--- src/rtl/gp_seg_unit.sv ---
module gp_seg_unit #(
  parameter int ADDR_W = 54,
  parameter int LEN_W  = 6,
  parameter int PERM_W = 4,
  parameter int RD_BIT = 0,
  parameter int WR_BIT = 1
) (
  input  logic                             clk,
  input  logic                             rst_n,
  input  logic                             req_valid,
  input  logic [1:0]                       req_op,
  input  logic                             req_tag,
  input  logic [PERM_W+LEN_W+ADDR_W-1:0]   req_word,
  input  logic [PERM_W+LEN_W+ADDR_W-1:0]   req_offset,
  output logic                             rsp_valid,
  output logic                             rsp_tag,
  output logic [PERM_W+LEN_W+ADDR_W-1:0]   rsp_word,
  output logic                             rsp_fault,
  output logic [ADDR_W-1:0]                rsp_base,
  output logic [ADDR_W-1:0]                rsp_limit
);
  localparam int WORD_W = PERM_W + LEN_W + ADDR_W;
  localparam logic [1:0] OP_ADD = 2'd0, OP_LD = 2'd1, OP_ST = 2'd2;

  logic [ADDR_W-1:0] in_addr, sum, seg_mask;
  logic [LEN_W-1:0]  in_len;
  logic [PERM_W-1:0] in_perm;
  logic              in_seg;
  logic              n_tag, n_fault;
  logic [WORD_W-1:0] n_word;

  assign in_addr = req_word[ADDR_W-1:0];
  assign in_len  = req_word[ADDR_W+LEN_W-1:ADDR_W];
  assign in_perm = req_word[WORD_W-1:ADDR_W+LEN_W];
  assign sum     = in_addr + req_offset[ADDR_W-1:0];

  always_comb
    for (int i = 0; i < ADDR_W; i++) seg_mask[i] = (i < int'(in_len));

  assign in_seg = (((sum ^ in_addr) & ~seg_mask) == '0);

  always_comb begin
    n_word  = req_word;
    n_tag   = req_tag;
    n_fault = 1'b0;
    case (req_op)
      OP_ADD: begin
        n_word = {in_perm, in_len, sum};
        n_tag  = req_tag & in_seg;
      end
      OP_LD: n_fault = ~req_tag | ~in_perm[RD_BIT];
      OP_ST: n_fault = ~req_tag | ~in_perm[WR_BIT];
      default: ;
    endcase
  end

  always_ff @(posedge clk) begin
    if (!rst_n) begin
      rsp_valid <= 1'b0;
      rsp_tag   <= 1'b0;
      rsp_word  <= '0;
      rsp_fault <= 1'b0;
      rsp_base  <= '0;
      rsp_limit <= '0;
    end else begin
      rsp_valid <= req_valid;
      if (req_valid) begin
        rsp_tag   <= n_tag;
        rsp_word  <= n_word;
        rsp_fault <= n_fault;
        rsp_base  <= in_addr & ~seg_mask;
        rsp_limit <= in_addr | seg_mask;
      end
    end
  end
endmodule

--- config.mk ---
export PLATFORM = sky130hd
export DESIGN_NAME = gp_seg_unit
export DESIGN_NICKNAME = d
export VERILOG_FILES = /design/src/rtl/gp_seg_unit.sv
export SDC_FILE = /design/constraint.sdc
export NUM_CORES = 1
export LEC_CHECK = 0
export ABC_CLOCK_PERIOD_IN_PS = 6000
export BUFFER_PORTS_ARGS = -buffer_cell sky130_fd_sc_hd__buf_2
export CAP_MARGIN = 20
export CORE_ASPECT_RATIO = 1.5
export CORE_MARGIN = 8
export CORE_UTILIZATION = 40
export DETAILED_ROUTE_END_ITERATION = 6
export GPL_ROUTABILITY_DRIVEN = 0
export MAX_ROUTING_LAYER = met4
export PLACE_DENSITY_LB_ADDON = 0.3
export SETUP_SLACK_MARGIN = 0.1
export SLEW_MARGIN = 20
export SYNTH_ARGS = -nofsm -noshare
export SYNTH_HDL_FRONTEND = slang
export SYNTH_SLANG_ARGS = --single-unit
--- constraint.sdc ---
create_clock -name clk -period 6 [get_ports clk]
set_clock_uncertainty 0.2 [all_clocks]
set_input_delay 0.3 -clock clk [delete_from_list [all_inputs] [get_ports clk]]
set_output_delay 0.3 -clock clk [all_outputs]
set_load 0.02 [all_outputs]
==> flow_summary.toml, run 1 <==
[run_status]
status = "finished clean"

[global_route]
antenna_found_initial = 0
grt_usage_pct = 28.1
grt_pass1_vias = 13600
grt_pass1_wl_um = 79500
use_met1_pct = 29.9
use_met2_pct = 46.1
grt_busiest_layer = "met2"
grt_max_degree = 107
grt-ovfl-total = 0
met3_usage_pct = 5.57

[clock_network]
cts_buffers = 17
ctsResizeCount = 0
tritoncts = "done"
clk_latency_ps = 470
cts_buffer_depth = 2
cts.sinks = 175
cts_setup_buffers = 0
holdBufCountCts = 46
clkTransAtPathRegs_ps = 80
htreeDepth = 4
clock-root-buffer = "clkbuf_16"

[timing]
min_period_ps = 4690
max-slew-margin-rel_pct = 34.0
finalHoldViolations = 0
setup_slack_ps = 1310
setup_tns_ps = 0
rsz0062_at_grt = "no"
drv_slew = 0
worstMarginPinSlew_ps = 990
clock.fmax_mhz = 213
finalCritPeriodShare_pct = 78.1
setup_violations = 0

[pwr]
peakVddDrop_mv = 0.231
power_density_nw_per_um2 = 243
p_leak_uw = 0.00681

[detailed_routing]
antenna_left = 0
drc = 0
wl_per_cell_um = 22.7
dr.first_iter.drc_count = 1196
first_pass_iters = 7
wl_um = 52800
via_per_inst = 5.98
vias = 13900

[die]
die_y_um = 233
num_io_pins = 309
die_area_um2 = 37500
start_util_pct = 40.6
rows = 79
die_x_um = 161
core-area_um2 = 31000

[yosys]
synth_cell_types = 91
synth.cell_area_um2 = 12600
syn_nets = 1842
syn_avg_cell_area_um2 = 7.62
yosys_most_used_dff = "dfxtp_1"
yosysSeqAreaShare_pct = 27.8
synth_warnings = 0
ys_ff_latch = 175
synth_edf_count = 0
ys_async_sr_fraction_pct = 0
synth_cells = 1652

[finish]
multiInputGateArea_um2 = 8440
drive_gt1_share_pct = 20.0
n_antenna_cell = 0
nNetsFinal = 2091
area_growth_pct = 20.8
seq_area_um2 = 3500
fill_cells = 3140

[worst_setup_path]
critPathRequiredTime_ps = 6180
path_delay_family = "compound AO/OA/AOI/OAI gates"
crit_chain = "dlygate4sd3_1 -> buf_2 -> ha_1 -> a21oi_1 -> a21oi_2 -> o21ai_1 -> a211oi_1 -> nor2_2 -> o31a_1 -> nor2_1 -> a2111oi_0 -> o211ai_1 -> nor4_1 -> nand4_1 -> o41ai_2"
worst_path_max_delay_cell = "dlygate4sd3_1"
worstSetupEndpointType = "flip-flop"
cp_num_buf_inv = 2
crit_type = "in -> reg"
cpPeakStageDelay_ps = 550
cp_max_fo = 7
r2r_setup_slack_ps = 4830
cp-start-kind = "primary input"
critPathArrivalTime_ps = 4870

[placed_design]
io_buffers = 298
dp_slack_ps = 1540
dp_hpwl_um = 40900

[run]
maxCapViolCount = 0

[hold_path]
hold_class = "in -> reg"
## worst paths after layout
| path | endpoint | startpoint | cells after the start |
|---|---|---|---|
| min | rsp_fault | req_tag | 4 |
| max | rsp_tag | req_word[2] | 15 |
| max reg2reg | rsp_tag | rsp_tag | 4 |
| min reg2reg | rsp_base[41] | rsp_base[41] | 2 |
## synthesized netlist by cell type, drive strengths merged (4+ instances only)
cell type | number | area share, %
a2111oi | 4 | 0.33
a211o | 4 | 0.28
a211oi | 9 | 0.58
a21boi | 49 | 3.0
a21o | 23 | 1.4
a21oi | 146 | 6.0
a22oi | 5 | 0.30
a31o | 5 | 0.35
a31oi | 35 | 1.9
a32oi | 4 | 0.28
and2 | 14 | 0.70
and3 | 11 | 0.59
buf | 31 | 1.3
clkbuf | 90 | 2.7
dfxtp | 175 | 28
ha | 55 | 5.5
inv | 40 | 1.2
mux2i | 47 | 3.7
nand2 | 186 | 5.5
nand2b | 13 | 0.65
nand3 | 69 | 2.7
nand4 | 35 | 1.7
nand4b | 4 | 0.28
nor2 | 130 | 3.9
nor2b | 24 | 1.2
nor3 | 30 | 1.2
nor3b | 7 | 0.42
nor4 | 15 | 0.79
o2111ai | 5 | 0.35
o211a | 33 | 2.6
o211ai | 18 | 1.1
o21a | 9 | 0.55
o21ai | 144 | 5.8
o21bai | 10 | 0.60
o22ai | 4 | 0.20
o2bb2ai | 4 | 0.28
o311a | 5 | 0.40
o31ai | 6 | 0.44
or2 | 13 | 0.65
or3 | 7 | 0.35
xnor2 | 47 | 3.3
xnor3 | 5 | 0.89
xor2 | 46 | 3.2
## cells by family (layout without fill, tap and decap cells)
group | after synthesis | in the layout | share of synthesized area [%]
simple gates | 570 | 570 | 21.6
compound gates | 541 | 541 | 28.3
flops | 175 | 175 | 27.8
buf+inv | 162 | 424 | 5.25
xor+xnor | 98 | 98 | 7.42
fa+ha+maj | 56 | 56 | 5.62
mux | 50 | 50 | 4.00
## cells in the final DEF (no fill, tap or decap), types with 7 or more instances in the layout
cell / n
buf_2: 296
nand2_1: 186
dfxtp_1: 175
a21oi_1: 142
o21ai_0: 133
nor2_1: 129
nand3_1: 69
ha_1: 54
a21boi_0: 48
mux2i_1: 47
xnor2_1: 46
xor2_1: 46
dlygate4sd3_1: 46
inv_1: 40
nand4_1: 35
a31oi_1: 33
o211a_1: 33
nor3_1: 30
nor2b_1: 24
a21o_1: 23
o211ai_1: 18
clkbuf_16: 17
and2_1: 14
nor4_1: 14
nand2b_1: 13
or2_2: 12
o21bai_1: 10
and3_1: 10
o21ai_1: 8
o21a_1: 8
a211oi_1: 8
buf_4: 8
or3_1: 7
nor3b_1: 7
## per-layer routing
metal  wire (µm)  share of wire [%]
met2       25200                 48
met5           0                  0
met4        4230                8.0
met1       19600                 37
met3        3700                7.0
## final cells by class
class | instances | share of cell area (%)
clock buffer | 21 | 3.09
clock inverter | 11 | 0.798
inverter | 41 | 1.01
multi-input combinational | 1315 | 55.5
sequential | 175 | 23.0
tap | 405 | 3.33
timing repair buffer | 351 | 13.2
## tightest hold or removal path, cell delays in order
cell and delay, ps:
buf_2 130, nand2_1 60, nand3_1 70, a21boi_0 70
## power breakdown
group / switching, µW / internal (µW) / total [µW]
sequential: 36.6 / 1240 / 1270
combinational: 820 / 450 / 1270
clock: 534 / 616 / 1150
total: 1390 / 2300 / 3690
## flip-flops by register name, indices dropped and copies added (netlist names)
register,cells
rsp_valid,1
rsp_fault,1
rsp_word,64
rsp_base,54
rsp_tag,1
rsp_limit,54
## through the flow
stage	hold slack [ps]	util (%)	std cells	power, µW	cell area [µm²]
2_1_floorplan	245	-	1652	2110	12600
3_3_place_gp	258	45.6	2241	2500	14200
3_5_place_dp	261	45.6	2241	2510	14200
4_1_cts	1.98	49.0	2319	3680	15200
5_1_grt	22.8	49.0	2319	3850	15200
6_report	17.9	49.0	2319	3690	15200
No activity file was read; power rests on OpenSTA's default activity.
==> run 2, diff against run 1 <==
ABC_CLOCK_PERIOD_IN_PS = 4000   (was 6000)
clock period = 4 ns   (was 6 ns; I/O delays follow)
==> run 2 against run 1 <==
Count of clock-buffer cells in the layout fell by 2. First-iteration DRC count rose by 17%. Largest power group is now combinational logic. Sequential power is 50% higher. Critical endpoint unchanged.
==> flow_summary.toml, run 2 (same netlist as run 1, synthesis figures left out) <==
[run_status]
status = "finished clean"

[run]
maxCapViolCount = 0

[global_route]
grt_max_degree = 220
grt_usage_pct = 29.1
grt_pass1_vias = 14000
antenna_found_initial = 1
grt-ovfl-total = 0
grt_pass1_wl_um = 82300

[worst_setup_path]
reg2reg_from = "rsp_tag"
startpoint = "req_word[12]"
critPathArrivalTime_ps = 4020
cp-start-kind = "primary input"
critPathRequiredTime_ps = 4170
cp_max_fo = 6
crit_type = "in -> reg"
worstSetupEndpointType = "flip-flop"

[finish]
largest_reg_flops = 64
area_growth_pct = 29.3
final_common_cell = "buf_2"
multiInputGateArea_um2 = 8580
regMostFlops = "rsp_word"
fill_cells = 3040
mostFrequentLayoutCells = "296 x buf_2, 185 x nand2_1, 175 x dfxtp_1"
reg.largest.list = "rsp_word (64), rsp_base (54), rsp_limit (54)"
nNetsFinal = 2210
seq_area_um2 = 3500
design_area_um2 = 16300
drive_gt1_share_pct = 25.1

[detailed_routing]
drc = 0
wl_per_cell_um = 22.5
via_per_inst = 5.95
antenna_left = 0
first_pass_iters = 7
vias = 14500
dr.first_iter.drc_count = 1402
wl_um = 54900

[clock_network]
clk_latency_ps = 460
cts_buffer_depth = 2
tritoncts = "done"
clkTransAtPathRegs_ps = 70
clock-root-buffer = "clkbuf_16"
htreeDepth = 4
cts_buffers = 17
cts.sinks = 175

[die]
die_y_um = 233
rows = 79
core-area_um2 = 31000
num_io_pins = 309
die_area_um2 = 37500
start_util_pct = 40.6
die_x_um = 161

[timing]
finalHoldViolations = 0
setup_slack_ps = 150
drv_slew = 0
worstMarginPinSlew_ps = 963
rsz0062_at_grt = "no"
finalCritPeriodShare_pct = 96.2
max-slew-margin-rel_pct = 35.8
setup_violations = 0
setup_tns_ps = 0
min_period_ps = 3850
clock.fmax_mhz = 260

[placed_design]
postPlaceCellArea_um2 = 14900
io_buffers = 298
dp_hpwl_um = 42600
dp_slack_ps = -64.5

[hold_path]
min_from = "req_word[40]"
hold_class = "in -> reg"

[pwr]
p_leak_uw = 0.00739
peakVddDrop_mv = 0.302
power_density_nw_per_um2 = 351
==> run 2: changes by cell type in the layout (fill, tap and decap cells not counted), moves of 5 or more <==
cell,previous run,this run
o21ai_0,133,125
ha_1,54,49
buf_4,8,111
ha_2,0,5
dlygate4sd3_1,46,61
o21ai_1,8,16
a21oi_1,142,136
a21oi_2,3,9
==> run 2: report_power, final <==
group          switching (µW)  total [µW]  internal (µW)
combinational            1290        2090            808
sequential               56.2        1910           1850
clock                     777        1710            936
total                    2120        5720           3600
==> run 2: layer usage <==
metal,track usage [%],up-vias,wire length (µm)
met4,22.8,0,4870
met2,46.8,843,25700
met5,-,-,0
met1,31.5,6688,20300
met3,5.32,271,4060
li1,-,6719,-
==> run 2: area by class of cell <==
| type | count | area share [%] |
|---|---|---|
| Clock inverter | 13 | 0.945 |
| Clock buffer | 19 | 2.66 |
| Multi-Input combinational cell | 1315 | 52.7 |
| Inverter | 41 | 0.945 |
| Sequential cell | 175 | 21.5 |
| Timing Repair Buffer | 470 | 18.2 |
| Tap cell | 405 | 3.11 |
| Antenna cell | 1 | 0.0154 |
==> run 2: final timing paths <==
path                       end  slack [ps]  cells past startpoint
setup / recovery       rsp_tag         150                     18
hold / removal    rsp_base[40]          30                      4
setup reg to reg       rsp_tag        2850                      4
hold reg to reg   rsp_base[38]         270                      2
==> run 2: critical path, cell delays in order <==
cell           delay [ps]
dlygate4sd3_1         530
buf_2                 140
ha_1                  310
buf_4                 140
nand2_1                50
o21ai_1               260
a21oi_1               130
a211oi_2              310
buf_4                 190
nor2_2                 40
o31a_1                290
buf_4                 190
xnor3_1               230
a21oi_1               160
nand4_1               150
nor4_2                270
nand4_1               190
o41ai_2               230
==> run 2: what timing repair did <==
item	4_1_cts	5_1_grt
hold buffers	61	0
buffers inserted	0	1
endpoints found under the hold margin	117	0
resized for setup	0	40
endpoints found under the setup margin	0	2
==> run 2: stage by stage <==
step	hold WS, ps	util, %	std cells	total power, µW
2_1_floorplan	145	-	1652	3170
3_3_place_gp	257	48.2	2344	3880
3_5_place_dp	262	48.2	2344	3900
4_1_cts	0.241	52.0	2437	5670
5_1_grt	33.6	52.5	2439	5970
6_report	25.2	52.5	2439	5720
